==> config.mk <==
export PLATFORM = sky130hd
export DESIGN_NAME = rmon_stats
export DESIGN_NICKNAME = d
export VERILOG_FILES = /design/src/rtl/rmon_pkg.sv /design/src/rtl/rmon_classify.sv /design/src/rtl/rmon_counter.sv /design/src/rtl/rmon_readout.sv /design/src/rtl/rmon_stats.sv
export SDC_FILE = /design/constraint.sdc
export NUM_CORES = 2
export LEC_CHECK = 0
export BUFFER_PORTS_ARGS = -buffer_cell sky130_fd_sc_hd__clkbuf_2
export CORE_UTILIZATION = 61
export CTS_CLUSTER_SIZE = 16
export DETAILED_ROUTE_END_ITERATION = 16
export HOLD_SLACK_MARGIN = 0.1
export PLACE_DENSITY = 0.78
export SLEW_MARGIN = 20
export SYNTH_ARGS = -nofsm -noshare
export SYNTH_HDL_FRONTEND = slang
export SYNTH_SLANG_ARGS = --single-unit
==> constraint.sdc <==
create_clock -name clk -period 4.3 [get_ports clk]
set_clock_uncertainty 0.1 [all_clocks]
set_input_delay 1.29 -clock clk [delete_from_list [all_inputs] [get_ports clk]]
set_output_delay 1.29 -clock clk [all_outputs]
set_load 0.02 [all_outputs]
==> src/rtl/rmon_pkg.sv <==
package rmon_pkg;

    localparam int NUM_CNT = 22;
    localparam int ADDR_W  = 5;

    typedef enum logic [4:0] {
        CI_GOOD_OCT     = 5'd0,
        CI_GOOD_PKT     = 5'd1,
        CI_ALL_OCT      = 5'd2,
        CI_ALL_PKT      = 5'd3,
        CI_GOOD_BCAST   = 5'd4,
        CI_GOOD_MCAST   = 5'd5,
        CI_BIN64        = 5'd6,
        CI_BIN65        = 5'd7,
        CI_BIN128       = 5'd8,
        CI_BIN256       = 5'd9,
        CI_BIN512       = 5'd10,
        CI_BIN1024      = 5'd11,
        CI_JABBER       = 5'd12,
        CI_OVERSIZE     = 5'd13,
        CI_FRAGMENT     = 5'd14,
        CI_UNDERSIZE    = 5'd15,
        CI_CRC_OR_ALIGN = 5'd16,
        CI_CRC_ONLY     = 5'd17,
        CI_ALIGN_ONLY   = 5'd18,
        CI_SYMBOL       = 5'd19,
        CI_PAUSE        = 5'd20,
        CI_OTHER_CTRL   = 5'd21
    } cnt_idx_e;

    typedef struct packed {
        logic crc_bad;
        logic align_err;
        logic symbol_err;
        logic bcast;
        logic mcast;
        logic ctrl;
        logic pause;
    } frame_flags_t;

    typedef enum logic {
        RD_IDLE = 1'b0,
        RD_RESP = 1'b1
    } rd_state_e;

endpackage

==> src/rtl/rmon_classify.sv <==
module rmon_classify
    import rmon_pkg::*;
#(
    parameter int LEN_W   = 14,
    parameter int MIN_LEN = 64,
    parameter int MAX_LEN = 1518
) (
    input  logic                 clk,
    input  logic                 rst_n,
    input  logic                 fr_valid,
    input  logic [LEN_W-1:0]     fr_len,
    input  frame_flags_t         fr_flags,
    output logic [NUM_CNT-1:0]   ev_q,
    output logic [LEN_W-1:0]     len_q
);

    localparam logic [LEN_W-1:0] L_MIN  = LEN_W'(MIN_LEN);
    localparam logic [LEN_W-1:0] L_MAX  = LEN_W'(MAX_LEN);
    localparam logic [LEN_W-1:0] L_127  = LEN_W'(127);
    localparam logic [LEN_W-1:0] L_255  = LEN_W'(255);
    localparam logic [LEN_W-1:0] L_511  = LEN_W'(511);
    localparam logic [LEN_W-1:0] L_1023 = LEN_W'(1023);

    logic [NUM_CNT-1:0] ev_d;
    logic               is_short;
    logic               is_long;
    logic               is_good;
    logic               crc_ok;

    always_comb begin
        crc_ok   = !fr_flags.crc_bad;
        is_short = fr_len < L_MIN;
        is_long  = fr_len > L_MAX;
        is_good  = crc_ok && !fr_flags.align_err && !fr_flags.symbol_err
                   && !is_short && !is_long;
        ev_d     = '0;
        if (fr_valid) begin
            ev_d[int'(CI_ALL_PKT)]      = 1'b1;
            ev_d[int'(CI_ALL_OCT)]      = 1'b1;
            ev_d[int'(CI_GOOD_PKT)]     = is_good;
            ev_d[int'(CI_GOOD_OCT)]     = is_good;
            ev_d[int'(CI_GOOD_BCAST)]   = is_good && fr_flags.bcast;
            ev_d[int'(CI_GOOD_MCAST)]   = is_good && fr_flags.mcast;
            ev_d[int'(CI_BIN64)]        = fr_len == L_MIN;
            ev_d[int'(CI_BIN65)]        = fr_len > L_MIN  && fr_len <= L_127;
            ev_d[int'(CI_BIN128)]       = fr_len > L_127  && fr_len <= L_255;
            ev_d[int'(CI_BIN256)]       = fr_len > L_255  && fr_len <= L_511;
            ev_d[int'(CI_BIN512)]       = fr_len > L_511  && fr_len <= L_1023;
            ev_d[int'(CI_BIN1024)]      = fr_len > L_1023 && !is_long;
            ev_d[int'(CI_JABBER)]       = is_long  && !crc_ok;
            ev_d[int'(CI_OVERSIZE)]     = is_long  && crc_ok;
            ev_d[int'(CI_FRAGMENT)]     = is_short && !crc_ok;
            ev_d[int'(CI_UNDERSIZE)]    = is_short && crc_ok;
            ev_d[int'(CI_CRC_OR_ALIGN)] = !crc_ok || fr_flags.align_err;
            ev_d[int'(CI_CRC_ONLY)]     = !crc_ok && !fr_flags.align_err;
            ev_d[int'(CI_ALIGN_ONLY)]   = crc_ok && fr_flags.align_err;
            ev_d[int'(CI_SYMBOL)]       = fr_flags.symbol_err;
            ev_d[int'(CI_PAUSE)]        = fr_flags.ctrl && fr_flags.pause;
            ev_d[int'(CI_OTHER_CTRL)]   = fr_flags.ctrl && !fr_flags.pause;
        end
    end

    always_ff @(posedge clk or negedge rst_n) begin
        if (!rst_n) begin
            ev_q  <= '0;
            len_q <= '0;
        end else begin
            ev_q  <= ev_d;
            len_q <= fr_len;
        end
    end

    // every strobe yields exactly one all-frames event with its length
    a_r2_frame_counted: assert property (@(posedge clk) disable iff (!rst_n)
        fr_valid |=> (ev_q[int'(CI_ALL_PKT)] && len_q == $past(fr_len)));

    a_r2_idle_no_event: assert property (@(posedge clk) disable iff (!rst_n)
        !fr_valid |=> (ev_q == '0));

    // a frame lands in at most one histogram bin
    a_r4_single_bin: assert property (@(posedge clk) disable iff (!rst_n)
        $onehot0(ev_q[int'(CI_BIN1024):int'(CI_BIN64)]));

    // the four size/CRC classes never overlap
    a_r5_size_class_exclusive: assert property (@(posedge clk) disable iff (!rst_n)
        $onehot0(ev_q[int'(CI_UNDERSIZE):int'(CI_JABBER)]));

    // CRC-only and alignment-only never both fire
    a_r7_error_split: assert property (@(posedge clk) disable iff (!rst_n)
        !(ev_q[int'(CI_CRC_ONLY)] && ev_q[int'(CI_ALIGN_ONLY)]));

endmodule

==> src/rtl/rmon_counter.sv <==
module rmon_counter #(
    parameter int CNT_W = 32,
    parameter int ADD_W = 14
) (
    input  logic             clk,
    input  logic             rst_n,
    input  logic             clr_i,
    input  logic [ADD_W-1:0] add_i,
    output logic [CNT_W-1:0] cnt_o
);

    logic [CNT_W-1:0] base;

    always_comb begin
        base = clr_i ? '0 : cnt_o;
    end

    always_ff @(posedge clk or negedge rst_n) begin
        if (!rst_n) begin
            cnt_o <= '0;
        end else begin
            cnt_o <= base + CNT_W'(add_i);
        end
    end

    // a clear with nothing to add leaves zero
    a_r10_clear_to_zero: assert property (@(posedge clk) disable iff (!rst_n)
        (clr_i && add_i == '0) |=> (cnt_o == '0));

    // a clear coinciding with an increment keeps the increment
    a_r11_clear_keeps_inc: assert property (@(posedge clk) disable iff (!rst_n)
        clr_i |=> (cnt_o == CNT_W'($past(add_i))));

    // no clear and nothing to add holds the value
    a_r10_hold: assert property (@(posedge clk) disable iff (!rst_n)
        (!clr_i && add_i == '0) |=> $stable(cnt_o));

endmodule

==> src/rtl/rmon_readout.sv <==
module rmon_readout
    import rmon_pkg::*;
#(
    parameter int CNT_W = 32,
    parameter int NUM   = NUM_CNT
) (
    input  logic                       clk,
    input  logic                       rst_n,
    input  logic                       rd_en,
    input  logic [ADDR_W-1:0]          rd_addr,
    input  logic                       ctl_we,
    input  logic                       ctl_keep,
    input  logic [NUM-1:0][CNT_W-1:0]  cnt_all,
    output logic                       rd_valid,
    output logic [CNT_W-1:0]           rd_data,
    output logic [NUM-1:0]             clr
);

    rd_state_e state_q;
    rd_state_e state_d;
    logic      keep_q;
    logic      in_range;

    always_comb begin
        in_range = int'(rd_addr) < NUM;
    end

    // next-state logic
    always_comb begin
        state_d = state_q;
        unique case (state_q)
            RD_IDLE: if (rd_en)  state_d = RD_RESP;   // IDLE_TO_RESP
            RD_RESP: if (!rd_en) state_d = RD_IDLE;   // RESP_TO_IDLE, else RESP_TO_RESP
            default: state_d = RD_IDLE;
        endcase
    end

    // state register
    always_ff @(posedge clk or negedge rst_n) begin
        if (!rst_n) state_q <= RD_IDLE;
        else        state_q <= state_d;
    end

    // output process
    always_ff @(posedge clk or negedge rst_n) begin
        if (!rst_n) begin
            rd_data <= '0;
            keep_q  <= 1'b0;
        end else begin
            if (rd_en) rd_data <= in_range ? cnt_all[rd_addr] : '0;
            if (ctl_we) keep_q <= ctl_keep;
        end
    end

    always_comb begin
        rd_valid = (state_q == RD_RESP);
        for (int i = 0; i < NUM; i++) begin
            clr[i] = rd_en && !keep_q && (rd_addr == ADDR_W'(i));
        end
    end

    // response exactly one cycle after each request
    a_r9_resp_follows_req: assert property (@(posedge clk) disable iff (!rst_n)
        rd_en |=> rd_valid);

    a_r9_no_spurious_resp: assert property (@(posedge clk) disable iff (!rst_n)
        !rd_en |=> !rd_valid);

    // unmapped addresses answer zero
    a_r9_unmapped_zero: assert property (@(posedge clk) disable iff (!rst_n)
        (rd_en && !in_range) |=> (rd_data == '0));

    // keep bit suppresses every clear, and at most one clear at a time
    a_r10_keep_blocks_clear: assert property (@(posedge clk) disable iff (!rst_n)
        keep_q |-> (clr == '0));

    a_r10_one_clear: assert property (@(posedge clk) disable iff (!rst_n)
        $onehot0(clr));

endmodule

==> src/rtl/rmon_stats.sv <==
module rmon_stats
    import rmon_pkg::*;
#(
    parameter int CNT_W   = 32,
    parameter int LEN_W   = 14,
    parameter int MIN_LEN = 64,
    parameter int MAX_LEN = 1518
) (
    input  logic              clk,
    input  logic              rst_n,
    input  logic              fr_valid,
    input  logic [LEN_W-1:0]  fr_len,
    input  logic              fr_crc_bad,
    input  logic              fr_align_err,
    input  logic              fr_symbol_err,
    input  logic              fr_bcast,
    input  logic              fr_mcast,
    input  logic              fr_ctrl,
    input  logic              fr_pause,
    input  logic              ctl_we,
    input  logic              ctl_keep,
    input  logic              rd_en,
    input  logic [ADDR_W-1:0] rd_addr,
    output logic              rd_valid,
    output logic [CNT_W-1:0]  rd_data
);

    frame_flags_t                    flags;
    logic [NUM_CNT-1:0]              ev_q;
    logic [LEN_W-1:0]                len_q;
    logic [NUM_CNT-1:0]              clr;
    logic [NUM_CNT-1:0][CNT_W-1:0]   cnt_all;

    always_comb begin
        flags.crc_bad    = fr_crc_bad;
        flags.align_err  = fr_align_err;
        flags.symbol_err = fr_symbol_err;
        flags.bcast      = fr_bcast;
        flags.mcast      = fr_mcast;
        flags.ctrl       = fr_ctrl;
        flags.pause      = fr_pause;
    end

    rmon_classify #(
        .LEN_W  (LEN_W),
        .MIN_LEN(MIN_LEN),
        .MAX_LEN(MAX_LEN)
    ) u_classify (
        .clk     (clk),
        .rst_n   (rst_n),
        .fr_valid(fr_valid),
        .fr_len  (fr_len),
        .fr_flags(flags),
        .ev_q    (ev_q),
        .len_q   (len_q)
    );

    for (genvar gi = 0; gi < NUM_CNT; gi++) begin : g_cnt
        logic [LEN_W-1:0] add_w;
        if (gi == int'(CI_GOOD_OCT) || gi == int'(CI_ALL_OCT)) begin : g_octets
            assign add_w = ev_q[gi] ? len_q : '0;
        end else begin : g_frames
            assign add_w = {{(LEN_W-1){1'b0}}, ev_q[gi]};
        end
        rmon_counter #(
            .CNT_W(CNT_W),
            .ADD_W(LEN_W)
        ) u_cnt (
            .clk  (clk),
            .rst_n(rst_n),
            .clr_i(clr[gi]),
            .add_i(add_w),
            .cnt_o(cnt_all[gi])
        );
    end

    rmon_readout #(
        .CNT_W(CNT_W),
        .NUM  (NUM_CNT)
    ) u_readout (
        .clk     (clk),
        .rst_n   (rst_n),
        .rd_en   (rd_en),
        .rd_addr (rd_addr),
        .ctl_we  (ctl_we),
        .ctl_keep(ctl_keep),
        .cnt_all (cnt_all),
        .rd_valid(rd_valid),
        .rd_data (rd_data),
        .clr     (clr)
    );

endmodule

==> run metrics <==
outcome=completed; reg2reg setup slack=about 0.58 ns; combinational share of power=roughly 13%; via count=~35,000; Syn Std Cell Area=about 43,000 µm²; clk buf depth=3; CP endpoint kind=flip-flop; Post-Place Cells=approximately 5,300; Mapped Cells=4,232; gr ovfl total=0; Synth Area per Inst=roughly 10 µm²; Syn. warnings=0; Worst setup SP type=primary input; I/O pin count=65; share of the synthesized area in the top cell type=about 45%; hold bufs inserted after CTS=0; initial antenna violation count=10; P_sw=a little under 5 mW; Routed WL per cell=approximately 23 µm; Worst-path clk slew=~0.060 ns; sequential area share after synthesis=between 40% and 50%; Buffers on Ports=64; Worst VDD drop=about 0.32 mV; Tcrit/Tclk final=around 90%; Hold WC Path Type=reg2reg; nets@finish=around 4,500; Yosys reg bits=between 700 and 800; final hold violation count=0; relative slew slack=30.8%; Clk network pwr share=41.6%; crit path DAT=approximately 4.3 ns; detailed placement HPWL=about 95,000 µm; core area=between 60,000 and 70,000 µm²; CTS HTree Levels=3; initial core utilization=62.1%; vias in the first global route=~34,000; Rows=96; fin crit period=~3.9 ns; Final GP Congestion=1.03; PD cells=375 nW/µm²; worst-path cell chain=clkbuf_2 > or2_2 > or4_1 > and2_1 > ha_1 > ha_1 > nand2_1 > nor4_1 > nand4_1 > nor3_1 > xnor2_1 > nor2_1; setup violators final=0; worst r2r path cells=11; Vert. Die Dim=between 200 and 300 µm; Slew @ Worst Pin=about 1.0 ns; share of cells above drive strength 1=between 10 and 15%; Hold Path Depth=1; CP max FO=6; post-route ant nets=0; Worst path max stage delay=around 0.9 ns; Post-CTS Resized=0; die area=just over 70,000 µm²; Max Slew Vio Count=0; Worst-Skew Late Latency=around 0.66 ns; top cells by area, synth=dfrtp_1, mux4_2, xor2_1; dominant cell by count in the synthesized netlist=dfrtp_1; number of enable flip-flop cells after synthesis=0; vias per cell=about 6.4; DIE WIDTH=267 µm; number of buffers created by CTS=between 80 and 90; pin count of the biggest net entering global routing=between 80 and 90; hold path endpoint=g_cnt[14].u_cnt.cnt_o[0]; first-pass GRT wire length=approximately 200,000 µm; drt first-iter violations=4,526; unrepaired setup endpoints after global routing=false; area growth from synthesis to layout=13.2%; Total GRT Usage=36.6%; Finished Layout Cells=between 5,000 and 6,000; post-synth top area cell=dfrtp_1; syn nets=4,334; Synth async-reset ratio=100%; MaxCap Viol Count=0; Min-Delay Startpoint=u_classify.ev_q[14]; setup TNS=0 ns; Pleak=~21 nW; Synth Flop Type=dfrtp_1; Pre-antenna DRT Iters=6; slowest CP cell=nor4_1; FF-to-FF Start=u_readout.keep_q; filler cell count=between 5,000 and 6,000; clock root cell=clkbuf_16; Reg-to-Reg End=g_cnt[17].u_cnt.cnt_o[30]; Clock Sinks=772; TritonCTS clock tree=yes; Crit Path Category=in2reg; Yosys cell types=between 60 and 70; Post-CTS Setup Bufs=0; Internal=13.2 mW; switching share of power=a little over a quarter; drt drc=0; Top cell by count, worst path=ha_1; Max Clk Rate=approximately 0.26 GHz; Post-synth top cells=dfrtp_1, nor2_1, nand2_1, xor2_1, nand3_1; WP data required=between 4 and 5 ns; routed wire length=around 130,000 µm; Flop pwr share=between 40% and 50%
-- worst max path at each step --
stage	startpoint	end	slack, ns
floorplan	rd_addr[0]	g_cnt[0].u_cnt.cnt_o[27]	0.01
global placement	rd_addr[2]	g_cnt[17].u_cnt.cnt_o[30]	-0.0002
detailed placement	rd_addr[2]	g_cnt[17].u_cnt.cnt_o[30]	-0.11
CTS	rd_addr[0]	g_cnt[2].u_cnt.cnt_o[26]	0.52
global route	rd_addr[2]	g_cnt[2].u_cnt.cnt_o[26]	0.28
finish	rd_addr[2]	g_cnt[17].u_cnt.cnt_o[30]	0.45
-- metrics by stage --
step           cell area (µm²)  worst slack, ns  util [%]  hold slack, ns  power (mW)
2_1_floorplan            42800           0.0105         -           0.356        9.58
3_3_place_gp             45600        -0.000196      66.1           0.361        10.6
3_5_place_dp             45600           -0.112      66.1           0.365        10.6
4_1_cts                  48400            0.520      70.3           0.378        18.2
5_1_grt                  48400            0.281      70.3           0.401        18.8
6_report                 48500            0.447      70.3           0.377        18.2
-- routing by layer --
layer / vias to the layer above / part of all wire [%] / track usage (%)
met5: - / 0.049 / 0
li1: 15434 / - / -
met4: 10 / 5.4 / 17.1
met3: 350 / 11 / 9.32
met1: 17327 / 40 / 51.1
met2: 1829 / 44 / 53.8
-- worst max-delay path, delay by kind of cell --
| kind | cells | cell delay [ns] |
|---|---|---|
| simple gates | 8 | 2.30 |
| xor+xnor | 1 | 0.15 |
| fa+ha+maj | 2 | 0.35 |
| buf+inv | 1 | 0.17 |
-- layout make-up --
| type | instances | area, µm² | area share, % |
|---|---|---|---|
| clock inverter | 34 | 413 | 0.852 |
| timing repair buffer | 287 | 2210 | 4.57 |
| clock buffer | 120 | 2460 | 5.08 |
| antenna | 4 | 10.0 | 0.0207 |
| inverter | 106 | 398 | 0.821 |
| multi-input combinational | 3179 | 22500 | 46.4 |
| tap | 931 | 1160 | 2.40 |
| sequential | 772 | 19300 | 39.9 |
-- power by group through the flow --
stage / Clock (mW) / Combinational, mW / Sequential [mW]
after floorplan: 0 / 1.45 / 8.13
after global placement: 0 / 2.23 / 8.32
after detailed placement: 0 / 2.31 / 8.33
after CTS: 7.61 / 2.33 / 8.21
after global routing: 7.91 / 2.57 / 8.29
final: 7.56 / 2.35 / 8.25
-- logic make-up after synthesis --
logic type / after synthesis / synth area share, %
compound gates: 392 / 5.45
xor+xnor: 561 / 11.5
fa+ha+maj: 70 / 2.08
buf+inv: 281 / 2.56
flops: 772 / 45.1
mux: 209 / 10.5
simple gates: 1947 / 22.8
-- state kept, by name, summed over array words and instances, names as in the netlist --
register,flops
u_readout.keep_q,1
u_readout.rd_data,32
u_classify.ev_q,20
u_readout.rd_valid,1
u_classify.len_q,14
g_cnt.u_cnt.cnt_o,704
-- layout by cell type, fill, tap and decap left out, types with 61 or more instances in the layout --
cell,instances
nand2_1,370
nor3_1,67
o21ai_0,149
buf_4,207
dfrtp_1,772
nor2_1,562
nand4_1,168
clkbuf_2,61
clkbuf_16,87
and2_1,123
ha_1,68
xnor2_1,223
inv_1,105
or3_1,74
a21oi_1,125
and3_1,106
mux4_2,192
xor2_1,338
nand3_1,277
No activity file was read; power rests on OpenSTA's default activity.
